File: src/rtl/swd_pkg.sv
package swd_pkg;

    localparam int DEF_CODE_W  = 13;
    localparam int DEF_PS_LOG2 = 6;

    typedef enum logic {
        BAND_AM = 1'b0,
        BAND_FM = 1'b1
    } band_e;

endpackage

File: src/rtl/swd_load_calc.sv
module swd_load_calc
    import swd_pkg::*;
#(
    parameter int CODE_W  = DEF_CODE_W,
    parameter int PS_LOG2 = DEF_PS_LOG2
) (
    input  logic [CODE_W-1:0]  code,
    input  band_e              band,
    output logic [CODE_W-1:0]  main_ld,
    output logic [PS_LOG2-1:0] swal_ld
);
    localparam int SUM_W  = CODE_W + 1;
    localparam int MAIN_W = SUM_W - PS_LOG2;

    logic [SUM_W-1:0]  ratio;
    logic [MAIN_W-1:0] main_full;

    always_comb begin
        ratio     = {1'b0, code} + SUM_W'(1);
        main_full = ratio[SUM_W-1:PS_LOG2];
        if (band == BAND_FM) begin
            // main counter runs M periods; terminal at zero, so load M-1
            main_ld = (main_full == '0) ? '0 : CODE_W'(main_full - MAIN_W'(1));
            swal_ld = ratio[PS_LOG2-1:0];
        end else begin
            // direct count: N down to zero is N+1 strobes
            main_ld = code;
            swal_ld = '0;
        end
    end
endmodule

File: src/rtl/swd_main_cnt.sv
module swd_main_cnt
    import swd_pkg::*;
#(
    parameter int CODE_W = DEF_CODE_W
) (
    input  logic              clk,
    input  logic              rst,
    input  logic              in_tick,
    input  logic [CODE_W-1:0] load_val,
    output logic              term
);
    logic [CODE_W-1:0] cnt;

    assign term = in_tick && (cnt == '0);

    always_ff @(posedge clk) begin
        if (rst) begin
            cnt <= '0;
        end else if (term) begin
            cnt <= load_val;
        end else if (in_tick) begin
            cnt <= cnt - CODE_W'(1);
        end
    end

    AST_HOLD_NO_TICK: assert property (@(posedge clk) disable iff (rst)
        !in_tick |=> $stable(cnt));
endmodule

File: src/rtl/swd_swallow.sv
module swd_swallow
    import swd_pkg::*;
#(
    parameter int PS_LOG2 = DEF_PS_LOG2
) (
    input  logic               clk,
    input  logic               rst,
    input  logic               in_tick,
    input  logic               term,
    input  logic [PS_LOG2-1:0] swal_ld,
    input  band_e              band_ld,
    output logic               mod_hi
);
    logic [PS_LOG2-1:0] swal_cnt;
    band_e              band_q;

    always_ff @(posedge clk) begin
        if (rst) begin
            swal_cnt <= '0;
            band_q   <= BAND_AM;
        end else if (term) begin
            swal_cnt <= swal_ld;
            band_q   <= band_ld;
        end else if (in_tick && (swal_cnt != '0)) begin
            swal_cnt <= swal_cnt - PS_LOG2'(1);
        end
    end

    assign mod_hi = (band_q == BAND_FM) && (swal_cnt != '0);

    AST_MOD_FALL_ON_TICK: assert property (@(posedge clk) disable iff (rst)
        $fell(mod_hi) |-> $past(in_tick));
    AST_MOD_RISE_ON_TERM: assert property (@(posedge clk) disable iff (rst)
        $rose(mod_hi) |-> $past(term));
endmodule

File: src/rtl/swallow_div.sv
module swallow_div
    import swd_pkg::*;
#(
    parameter int CODE_W  = DEF_CODE_W,
    parameter int PS_LOG2 = DEF_PS_LOG2
) (
    input  logic              clk,
    input  logic              rst,
    input  logic              band_fm,
    input  logic [CODE_W-1:0] div_code,
    input  logic              in_tick,
    output logic              mod_hi,
    output logic              pulse_out
);
    logic [CODE_W-1:0]  main_ld;
    logic [PS_LOG2-1:0] swal_ld;
    logic               term;
    band_e              band_in;

    assign band_in = band_e'(band_fm);

    swd_load_calc #(.CODE_W(CODE_W), .PS_LOG2(PS_LOG2)) calc_i (
        .code    (div_code),
        .band    (band_in),
        .main_ld (main_ld),
        .swal_ld (swal_ld)
    );

    swd_main_cnt #(.CODE_W(CODE_W)) main_i (
        .clk      (clk),
        .rst      (rst),
        .in_tick  (in_tick),
        .load_val (main_ld),
        .term     (term)
    );

    swd_swallow #(.PS_LOG2(PS_LOG2)) swal_i (
        .clk     (clk),
        .rst     (rst),
        .in_tick (in_tick),
        .term    (term),
        .swal_ld (swal_ld),
        .band_ld (band_in),
        .mod_hi  (mod_hi)
    );

    always_ff @(posedge clk) begin
        if (rst) begin
            pulse_out <= 1'b0;
        end else begin
            pulse_out <= term;
        end
    end

    AST_PULSE_AFTER_TICK: assert property (@(posedge clk) disable iff (rst)
        pulse_out |-> $past(in_tick));
    AST_AM_NO_MOD: assert property (@(posedge clk) disable iff (rst)
        (pulse_out && !$past(band_fm)) |-> !mod_hi);
    AST_FM_SWALLOW_START: assert property (@(posedge clk) disable iff (rst)
        (pulse_out && $past(band_fm)
         && ((($past(div_code) + CODE_W'(1)) & CODE_W'((1 << PS_LOG2) - 1)) != '0))
        |-> mod_hi);
endmodule

File: config.mk
export PLATFORM = sky130hd
export DESIGN_NAME = swallow_div
export DESIGN_NICKNAME = d
export VERILOG_FILES = /design/src/rtl/swd_pkg.sv /design/src/rtl/swd_load_calc.sv /design/src/rtl/swd_main_cnt.sv /design/src/rtl/swd_swallow.sv /design/src/rtl/swallow_div.sv
export SDC_FILE = /design/constraint.sdc
export NUM_CORES = 1
export LEC_CHECK = 0
export BUFFER_PORTS_ARGS = -buffer_cell sky130_fd_sc_hd__buf_2
export CORE_MARGIN = 2
export CORE_UTILIZATION = 40
export DETAILED_ROUTE_END_ITERATION = 8
export SLEW_MARGIN = 15
export SYNTH_ARGS = -nofsm -noshare
export SYNTH_HDL_FRONTEND = slang
export SYNTH_SLANG_ARGS = --single-unit
File: constraint.sdc
create_clock -name clk -period 6.3 [get_ports clk]
set_clock_uncertainty 0.15 [all_clocks]
set_input_delay 0.63 -clock clk [delete_from_list [all_inputs] [get_ports clk]]
set_output_delay 0.63 -clock clk [all_outputs]
set_load 0.02 [all_outputs]
# Yosys cells after proc, flatten, opt, wreduce, memory -nomap -nowiden
# Cells that the tools add are included.
# Widths: inputs -> output; s select.
# totals
word_cells	23
register_bits	21
input_bits	17
out_inout_bits	2
# classes
n_reduce_logical	8
mux	7
n_addsub	4
# op_table
operator	n
$mux 13	4
$mux 6	3
$add 13x1->14 const B	1
$logic_not 13->1	1
$sub 13x1->13 const B	1
$sub 8x1->9 const B	1
$logic_not 8->1	1
$reduce_bool 6->1	1
$sub 6x1->6 const B	1
$reduce_bool 2->1	2
$logic_and 1x1->1	3

# Longest topological paths before layout
# Gate-level depths: netlist of the first run.
# depth
word_depth	5
ltp_mapped	12

# Hierarchy
# Synthesis of the first run repeated with hierarchy kept, for this count alone.
# hier_totals
hier_cells	257
area_unflattened_um2	2010.7
# by_module_without_submodules
module	area_per_inst_um2	cells_per_inst	seq_area_each_um2	n_inst
swd_main_cnt	825.8	96	260.2	1
swd_load_calc	713.2	107	0.0	1
swd_swallow	437.9	52	140.1	1
swallow_div	33.8	2	20.0	1

# Worst setup path after synthesis of the first run
# OpenSTA, ideal clock, no wires.
# synth_path
path_kind	input port to flip-flop
startpoint	in div_code[0]
endpoint	reg main_i.cnt[1]
required_time_ns	6.033
n_path_buf	1
path_slack_ns	3.416
arrival_time_ns	2.617
path_stages	10
setup_time_ns	0.117
path_cell_list	ha_1 clkbuf_1 nand2_1 xnor2_1 ha_1 nand2_1 mux2i_1 o221ai_2 a22o_1 a22o_1
# synth_between
elab_chain_len	5
word_cells_on_any_way	6
classes_between	add/sub (2); mux (3); reduce/logical (1)
# synth_lines
item	line	text
from (decl)	swallow_div.sv:10	input logic [CODE_W-1:0] div_code,
$add 13x1->14 *	swd_load_calc.sv:19	ratio = {1'b0, code} + SUM_W'(1);
$sub 8x1->9 or $logic_not 8->1 (tied branches)	swd_load_calc.sv:23	main_ld = (main_full == '0) ? '0 : CODE_W'(main_full - MAIN_W'(1));
$mux 13 *	swd_load_calc.sv:23	
$mux 13 *	swd_load_calc.sv:21	if (band == BAND_FM) begin
$mux 13 *	swd_main_cnt.sv:19	end else if (term) begin
to (signal assigned)	swd_main_cnt.sv:20	cnt <= load_val;
to (signal assigned)	swd_main_cnt.sv:22	cnt <= cnt - CODE_W'(1);
to (decl)	swd_main_cnt.sv:12	logic [CODE_W-1:0] cnt;
# Every way passes the cells marked *; elsewhere a longest branch is shown, timed or not.
# A chain may end at the register's enable or synchronous reset.

# Final worst setup path of the first run
# Same ends and word-level chain as after synthesis.

==> reports/qor.yml, run 1 <==
global_routing:
  overflow: 0
  grt_start_max_net_pins: 23
  grt_pass1_vias: 1673
  track_usage_pct: 20.9
  antenna_found_initial: 0
  grt_pass1_wl_mm: 8.42
critical_path:
  crit_fanout: 13
  critPathBufInv: 1
  critPathLaunchType: "input port"
  critPathCaptureType: "flop"
  cp_top_family: "adder cells"
  reg2reg_depth: 8
  rr_startpoint: "main_i.cnt[0]$_SDFFE_PP0P_"
  cp.required_ns: 6.32
  cp_slowest_cell: "ha_1"
  critPathKind: "in -> reg"
  crit_chain: "buf_2, ha_1, nand2_1, xnor2_1, ha_1, nand2_1, mux2i_1, o221ai_2, a22o_1, a22o_1"
  reg2reg_slack_ns: 3.58
  reg2reg_to: "main_i.cnt[3]$_SDFFE_PP0P_"
  crit_path_max_incr_delay_ns: 0.44
  critPathArrivalTime_ns: 3.06
synthesis:
  syn_avg_cell_area_sq_um: 7.71
  synth_ff_type: "dfxtp_1"
  ys_types: 65
  yosysSeqAreaShare_pct: 23.7
  async_flop_share_pct: 0
  syn_inst: 230
  netlist.area_leader.share_pct: 23.7
  synthesis.nets: 252
  ys_ff_latch: 21
  yosys.area.top_type: "dfxtp_1"
  synth.yosys.warnings: 0
  synth-edff-count: 0
  synthTopCellsByArea: "dfxtp_1 (24%), xnor2_1 (4.9%), nand3_1 (4.5%), nand2_1 (4.0%), a21oi_1 (3.9%)"
  synth_area_sq_um: 1770
route:
  via_count: 1767
  via_per_inst: 6.07
  drt_pass1_iterations: 4
  wl_mm: 4.98
  drc_errors: 0
  wl_per_cell_microns: 17.1
  drtIter0Drc: 93
  ant_nets: 0
timing:
  period_needed_ns: 3.05
  tightest_slew_ns: 0.640
  report.final.setup_viol: 0
  fin_ws_ns: 3.25
  finalHoldViolCount: 0
  slew-limit-headroom_pct: 57.3
  max_freq_mhz: 328
  finalMaxSlewViolations: 0
  rsz0062_at_grt: "no"
  timing.setup.tns_ns: 0
  fin_crit_sh_pct: 48.3
layout:
  final_core_util_pct: 44.2
  syn_to_final_growth_pct: 7.76
  final_cells: 291
  final_nets: 262
  n_antenna_cell: 0
  layout-drive-gt1-share_pct: 13.0
cts:
  cts.path.max_buffers: 2
  cts_buffers: 3
  clk_latency_ns: 0.27
  cts_max_level: 1
  cts_setup_buffers: 0
  ctsResizeCount: 0
  postCtsHoldBufs: 0
  cts_tree: "built"
  cts.sinks: 21
  cts-root-buf: "clkbuf_8"
  clkTransAtPathRegs_ns: 0.09
place:
  dp.cells: 287
  dpl_worst_slack_ns: 2.99
  gp_congestion: 0.900
  hpwl_mm: 3.66
  port_buffers: 18
min_path:
  min_path_cells: 2
  hp-class: "reg -> reg"
  whs_endpoint: "swal_i.band_q$_SDFFE_PP0P_"
  timing.hold.worst.start: "swal_i.band_q$_SDFFE_PP0P_"
pwr:
  p_per_area_nw_per_um2: 404
  power_leakage_uw: 0.000694
  vdd_drop_max_mv: 0.134
floorplan:
  rows: 24
  die_h_microns: 70.6
  core_sq_um: 4320
  ios: 19
  die_w_microns: 70.6
  start_util_pct: 41.0
  die-area_sq_um: 4980
job:
  cap_violations: 0
outcome:
  status: "finished clean"
-- synthesized netlist by cell type (all sizes together) (2+ instances only) --
cell type and count:
buf 8, and4 2, dfxtp 21, mux2i 4, a21o 2, or2 4, o211ai 2, nand3b 3
a21boi 2, nor4 5, a41oi 2, a211oi 4, a32o 2, xor2 6, nor2b 3, ha 5
o21ai 12, nor3 13, nand3 16, or3 2, a22oi 2, inv 13, a21oi 14, nor4b 2
nand2 19, xnor2 10, nor2 13, a31oi 2, clkbuf 5, a221oi 3, o22ai 2, a22o 2
nand4 4, o221ai 2
-- state kept, by name, indices dropped and copies added, names as in the netlist --
signal           cells
swal_i.swal_cnt      6
pulse_out            1
swal_i.band_q        1
main_i.cnt          13
-- metrics by stage --
stage | total power, uW | instance area, sq um | hold slack (ns)
2_1_floorplan | 594 | 1770 | 0.282
3_3_place_gp | 677 | 1870 | 0.299
3_5_place_dp | 676 | 1870 | 0.299
4_1_cts | 771 | 1910 | 0.311
5_1_grt | 851 | 1910 | 0.354
6_report | 773 | 1910 | 0.316
-- power breakdown --
group | internal, uW | switching [uW]
clock | 44.2 | 48.9
sequential | 188 | 55.2
combinational | 194 | 243
-- routing by layer --
metal / share of wire (%) / vias up / wire, microns / GRT usage [%]
li1: - / 883 / - / -
met1: 49 / 840 / 2450 / 29.6
met2: 46 / 34 / 2300 / 33.9
met3: 2.7 / 10 / 136 / 1.85
met4: 2.0 / 0 / 102 / 6.71
met5: 0 / - / 0 / 0
-- cell type report --
cell class,count,area [sq um]
fill,450,2410
clock buffer,3,41.3
inverter,13,48.8
timing repair buffer,18,90.1
multi-input combinational,183,1240
clock inverter,1,5.00
tap,52,65.1
sequential,21,420
-- worst register-to-register path, cell delays in order, from the launching register on --
cell and delay (ns):
dfxtp_1 0.34, inv_1 0.09, ha_1 0.20, nand3b_1 0.17, or3b_1 0.50, nor2_2 0.56
nor3_1 0.11, a221o_1 0.29, a32o_1 0.20
-- cells in the final DEF, fill, tap and decap left out, drive strengths merged, types with 3 or more instances in the layout --
master	n
a211oi	4
a21oi	14
a221oi	3
buf	18
clkbuf	3
dfxtp	21
ha	5
inv	13
mux2i	4
nand2	19
nand3	16
nand3b	3
nand4	4
nor2	13
nor2b	3
nor3	13
nor4	5
o21ai	12
or2	4
xnor2	10
xor2	6
-- how the worst max path moves through the flow --
| stage | to | from | cells after the start |
|---|---|---|---|
| finish | main_i.cnt[1]$_SDFFE_PP0P_ | div_code[0] | 10 |
| CTS | main_i.cnt[1]$_SDFFE_PP0P_ | div_code[0] | 10 |
| detailed placement | main_i.cnt[1]$_SDFFE_PP0P_ | div_code[0] | 10 |
| global placement | main_i.cnt[1]$_SDFFE_PP0P_ | div_code[0] | 10 |
| global route | main_i.cnt[1]$_SDFFE_PP0P_ | div_code[0] | 10 |
| floorplan | main_i.cnt[1]$_SDFFE_PP0P_ | div_code[0] | 10 |
-- cells by family after synthesis --
group	Yosys count	share of synthesized area, %
buffers and inverters	26	6.35
adders and majority gates	5	3.53
DFF	21	23.7
muxes	4	2.26
and+or+nand+nor	94	30.4
AOI/OAI and AO/OA	64	25.9
xor gates and xnor gates	16	7.90
(Power assumes the default switching activity.)
==> inputs of run 2 (changes only) <==
- clock period: 6.3 -> 2.48 ns (I/O delays scaled with it)
==> reports/qor.yml, run 2 (synthesized netlist as in run 1, its figures left out) <==
outcome:
  status: "finished clean"
pwr:
  p_switching_uw: 885
  seq_power_share_pct: 29.7
  vdd_drop_max_mv: 0.293
  power_leakage_uw: 0.000775
  p_per_area_nw_per_um2: 993
  p_int_uw: 1140
  p_comb_share_pct: 59.0
  pwr-share-clk_pct: 11.3
  switching_share_pct: 43.7
route:
  via_count: 1803
  wl_per_cell_microns: 15.3
  drtIter0Drc: 121
  drc_errors: 0
  wl_mm: 4.72
  drt_pass1_iterations: 4
  via_per_inst: 5.85
  ant_nets: 0
timing:
  report.final.setup_viol: 0
  holdWs_ns: 0.185
  tightest_slew_ns: 0.482
  finalMaxSlewViolations: 0
  period_needed_ns: 2.38
  timing.setup.tns_ns: 0
  finalHoldViolCount: 0
  fin_crit_sh_pct: 95.9
  slew-limit-headroom_pct: 67.6
  rsz0062_at_grt: "no"
  fin_ws_ns: 0.101
  max_freq_mhz: 420
floorplan:
  rows: 24
  die_w_microns: 70.6
  core_sq_um: 4320
  die_h_microns: 70.6
  start_util_pct: 41.0
  die-area_sq_um: 4980
  ios: 19
critical_path:
  cp.required_ns: 2.47
  critPathKind: "reg -> reg"
  critPathArrivalTime_ns: 2.37
  reg2reg_depth: 6
  reg2reg_slack_ns: 0.10
  crit_fanout: 22
  critPathCaptureType: "flop"
  critPathLaunchType: "flop"
  crit_chain: "or4_1, or2_1, or2_4, a32o_1, a22oi_1, nor2_1"
  cp_slowest_cell: "or4_1"
  critPathBufInv: 0
  rr_startpoint: "main_i.cnt[8]$_SDFFE_PP0P_"
  reg2reg_to: "main_i.cnt[9]$_SDFFE_PP0P_"
  cp_top_family: "simple AND/OR/NAND/NOR gates"
  crit_path_max_incr_delay_ns: 0.59
layout:
  max_flop_register: "main_i.cnt"
  final_common_cell: "dfxtp_1"
  top_regs: "main_i.cnt (13), swal_i.swal_cnt (6)"
  largest_reg_flops: 13
  final_cell_mix: "dfxtp_1 (21), nand2_1 (19), buf_2 (18)"
  syn_to_final_growth_pct: 15.0
  final_nets: 279
  final_cells: 308
  num-fill-cells: 446
  n_antenna_cell: 0
  final_core_util_pct: 47.2
  layout-drive-gt1-share_pct: 18.8
global_routing:
  track_usage_pct: 19.8
  antenna_found_initial: 0
  grt_pass1_wl_mm: 8.07
  grt_pass1_vias: 1667
  grt_start_max_net_pins: 23
  overflow: 0
place:
  dp.cells: 304
  hpwl_mm: 3.61
  dpl_worst_slack_ns: 0.124
  port_buffers: 18
  gp_congestion: 0.865
cts:
  clk_latency_ns: 0.27
  cts_tree: "built"
  cts_max_level: 1
  postCtsHoldBufs: 0
  cts-root-buf: "clkbuf_8"
  cts.sinks: 21
  clkTransAtPathRegs_ns: 0.07
  cts_setup_buffers: 0
  cts_buffers: 3
  ctsResizeCount: 0
  cts.path.max_buffers: 2
job:
  cap_violations: 0
min_path:
  whs_endpoint: "main_i.cnt[12]$_SDFFE_PP0P_"
  hp-class: "in -> reg"
  min_path_cells: 3
  timing.hold.worst.start: "div_code[12]"
## run 2: layer usage
metal  up-vias  share of wire [%]  GRT usage, %
met5         -                  0             0
met4         0                1.3          5.45
met3         6                4.4          2.28
met2        54                 42          29.0
met1       821                 52          30.6
li1        922                  -             -
## run 2: how the worst max path moves through the flow
stage	from	endpoint	slack [ns]	depth (start not counted)
after floorplan	div_code[2]	main_i.cnt[1]$_SDFFE_PP0P_	0.03	11
after global placement	div_code[4]	main_i.cnt[7]$_SDFFE_PP0P_	0.13	8
after detailed placement	main_i.cnt[8]$_SDFFE_PP0P_	main_i.cnt[9]$_SDFFE_PP0P_	0.12	6
after CTS	main_i.cnt[8]$_SDFFE_PP0P_	main_i.cnt[9]$_SDFFE_PP0P_	0.11	6
after global routing	main_i.cnt[8]$_SDFFE_PP0P_	main_i.cnt[9]$_SDFFE_PP0P_	0.007	6
final	main_i.cnt[8]$_SDFFE_PP0P_	main_i.cnt[9]$_SDFFE_PP0P_	0.10	6
## run 2: cell type report
| cell class | instances | area (sq um) | area share, % |
|---|---|---|---|
| Clock buffer | 3 | 41.3 | 2.02 |
| Multi-Input combinational cell | 183 | 1240 | 60.9 |
| Sequential cell | 21 | 420 | 20.6 |
| Clock inverter | 1 | 5.00 | 0.245 |
| Inverter | 13 | 48.8 | 2.39 |
| Timing Repair Buffer | 35 | 218 | 10.7 |
| Tap cell | 52 | 65.1 | 3.19 |
## run 2: power groups by stage
stage	clock (uW)	combinational, uW	sequential [uW]
floorplan	0	916	594
global placement	0	1180	608
detailed placement	0	1180	608
CTS	231	1190	601
global route	246	1340	627
finish	228	1190	603
## run 2: stage by stage
step           cell area [sq um]  power (uW)
2_1_floorplan               1780        1510
3_3_place_gp                1990        1790
3_5_place_dp                1990        1790
4_1_cts                     2040        2020
5_1_grt                     2040        2210
6_report                    2040        2030
## run 2: tightest hold or removal path: stages
cell,delay [ns]
buf_2,0.15
nand3_1,0.09
a21oi_1,0.06
==> inputs of run 3 (changes only) <==
--- a/config.mk
+++ b/config.mk
@@ -14,2 +14,3 @@
 export SYNTH_HDL_FRONTEND = slang
+export SYNTH_HIERARCHICAL = 1
 export SYNTH_SLANG_ARGS = --single-unit
==> constraint.sdc (replaced) <==
create_clock -name clk -period 2.48 [get_ports clk]
set_clock_uncertainty 0.15 [all_clocks]
set_input_delay 0.124 -clock clk [delete_from_list [all_inputs] [get_ports clk]]
set_output_delay 0.124 -clock clk [all_outputs]
set_load 0.02 [all_outputs]
==> reports/qor.yml, run 3 <==
route:
  drt_pass1_iterations: 4
  ant_nets: 0
  drc_errors: 0
  via_per_inst: 5.69
  via_count: 2095
  drtIter0Drc: 142
  wl_mm: 5.54
  wl_per_cell_microns: 15.1
place:
  dpl_cell_area_sq_um: 2360
  port_buffers: 18
  gp_congestion: 0.943
  dpl_worst_slack_ns: -0.410
  hpwl_mm: 4.30
timing:
  period_needed_ns: 2.43
  timing.setup.tns_ns: 0
  finalMaxSlewViolations: 0
  report.final.setup_viol: 0
  finalHoldViolCount: 0
  fin_ws_ns: 0.0499
  slew-limit-headroom_pct: 64.1
  max_freq_mhz: 412
  rsz0062_at_grt: "yes"
  tightest_slew_ns: 0.533
  fin_crit_sh_pct: 98.0
cts:
  clk_latency_ns: 0.27
  clkTransAtPathRegs_ns: 0.08
  cts_max_level: 1
  postCtsHoldBufs: 0
  cts.path.max_buffers: 2
  cts_tree: "built"
  cts.sinks: 21
  cts-root-buf: "clkbuf_8"
  cts_buffers: 3
critical_path:
  critPathArrivalTime_ns: 2.42
  cp.required_ns: 2.47
  cp_slowest_cell: "o41ai_4"
  path_common_cell: "buf_4"
  critPathLaunchType: "input port"
  critPathKind: "in -> reg"
  reg2reg_slack_ns: 0.18
  crit_path_max_incr_delay_ns: 0.35
  crit_chain: "buf_2, buf_4, and2_2, and2_2, o41ai_4, nand3_2, buf_4, buf_4, buf_4, buf_4, buf_4, nand3_2, nand2_1, and2_1, mux2i_1, o21ai_1"
  crit_fanout: 4
  critPathCaptureType: "flop"
global_routing:
  grt_pass1_wl_mm: 9.32
  overflow: 0
  track_usage_pct: 21.2
  grt_start_max_net_pins: 27
  grt_pass1_vias: 1955
  antenna_found_initial: 0
synthesis:
  yosys.area.top_type: "dfxtp_1"
  netlist.area_leader.share_pct: 20.9
  syn_avg_cell_area_sq_um: 7.82
  ys_types: 73
  synth_ff_type: "dfxtp_1"
  ys_ff_latch: 21
  synthesis.nets: 279
  syn_inst: 257
  synth.yosys.warnings: 6
  synth_area_sq_um: 2010
  async_flop_share_pct: 0
  synth-edff-count: 0
  synthTopCellsByArea: "dfxtp_1 (21%), nor2_1 (4.9%), xnor2_1 (3.9%), nand2_1 (3.2%), ha_1 (3.1%)"
  synth.most_common_cell: "nor2_1"
  yosysSeqAreaShare_pct: 20.9
  synth_common_cells: "nor2_1 (26), dfxtp_1 (21), nand2_1 (17), inv_1 (13), nand3_1 (12)"
pwr:
  p_per_area_nw_per_um2: 815
  p_total_uw: 2010
  vdd_drop_max_mv: 0.334
  power_leakage_uw: 0.000967
floorplan:
  rows: 25
  start_util_pct: 42.0
  die_h_microns: 74.9
  core_sq_um: 4790
  die-area_sq_um: 5610
  ios: 19
  die_w_microns: 74.9
outcome:
  status: "finished clean"
layout:
  fin_area_sq_um: 2470
  num-fill-cells: 486
  syn_to_final_growth_pct: 22.8
  largest_reg_flops: 13
  n_antenna_cell: 0
  final_core_util_pct: 51.6
  max_flop_register: "main_i/cnt"
  final_common_cell: "buf_4"
  final_nets: 324
  final_cell_mix: "buf_4 (40), nor2_1 (26), dfxtp_1 (21)"
  top_regs: "main_i/cnt (13), swal_i/swal_cnt (6)"
  layout-drive-gt1-share_pct: 29.6
min_path:
  hp-class: "in -> reg"
job:
  cap_violations: 0
## run 3: changes by cell type in the layout (fill, tap and decap cells not counted), sizes merged, moves of 4 or more
| cell | delta |
|---|---|
| a311oi | +4 |
| a31oi | +4 |
| and2 | +4 |
| buf | +21 |
| nand3 | -4 |
| nor2 | +13 |
| nor2b | +5 |
| o21ai | -6 |
| o31ai | +4 |
## run 3: cell families (layout without fill, tap and decap cells)
logic type / after synthesis / after routing / share of synthesized area, %
simple gates: 118 / 118 / 34.8
compound gates: 63 / 63 / 24.0
buf+inv: 30 / 74 / 7.90
flops: 21 / 21 / 20.9
xor+xnor: 13 / 13 / 5.66
mux: 7 / 7 / 3.55
fa+ha+maj: 5 / 5 / 3.11
## run 3: cell type report
| class | instances | area [sq um] | area share, % |
|---|---|---|---|
| Multi-Input combinational cell | 206 | 1490 | 60.2 |
| Clock buffer | 4 | 45.0 | 1.82 |
| Tap cell | 67 | 83.8 | 3.39 |
| Inverter | 14 | 52.6 | 2.13 |
| Timing Repair Buffer | 56 | 380 | 15.4 |
| Sequential cell | 21 | 420 | 17.0 |
## run 3: report_power, final
group          total [uW]  internal [uW]  switching (uW)  leakage (uW)
Combinational        1200            550             649      0.000772
Sequential            577            449             128      0.000172
Clock                 238            115             123     0.0000228
## run 3: worst paths after layout
path,start,end,cells after the start
worst max-delay path,div_code[4],main_i/cnt[3]$_SDFFE_PP0P_,16
worst min-delay path,rst,main_i/cnt[12]$_SDFFE_PP0P_,2
worst max register to register,main_i/cnt[0]$_SDFFE_PP0P_,main_i/cnt[10]$_SDFFE_PP0P_,6
worst min register to register,main_i/cnt[11]$_SDFFE_PP0P_,main_i/cnt[11]$_SDFFE_PP0P_,1
## run 3: what timing repair did
item,CTS,global route
setup endpoints to repair,1,2
pin swaps,5,0
cloned,0,0
setup buffers,4,0
resized for setup,2,8
## run 3: worst max-delay path: cells and delay by family
kind | cells | cell delay (ns)
buf+inv | 7 | 0.91
simple gates | 6 | 0.83
compound gates | 2 | 0.42
mux | 1 | 0.13
## run 3: per-layer routing
| layer | vias up | part of all wire [%] | track usage (%) |
|---|---|---|---|
| li1 | 1045 | - | - |
| met1 | 997 | 50 | 31.2 |
| met2 | 44 | 45 | 32.4 |
| met3 | 9 | 2.8 | 1.20 |
| met4 | 0 | 1.9 | 8.33 |
| met5 | - | 0 | 0 |
## run 3: stage by stage
stage / cells / hold slack (ns)
after floorplan: 257 / 0.0383
after global placement: 360 / 0.343
after detailed placement: 360 / 0.347
after CTS: 368 / 0.149
after global routing: 368 / 0.176
final: 368 / 0.149
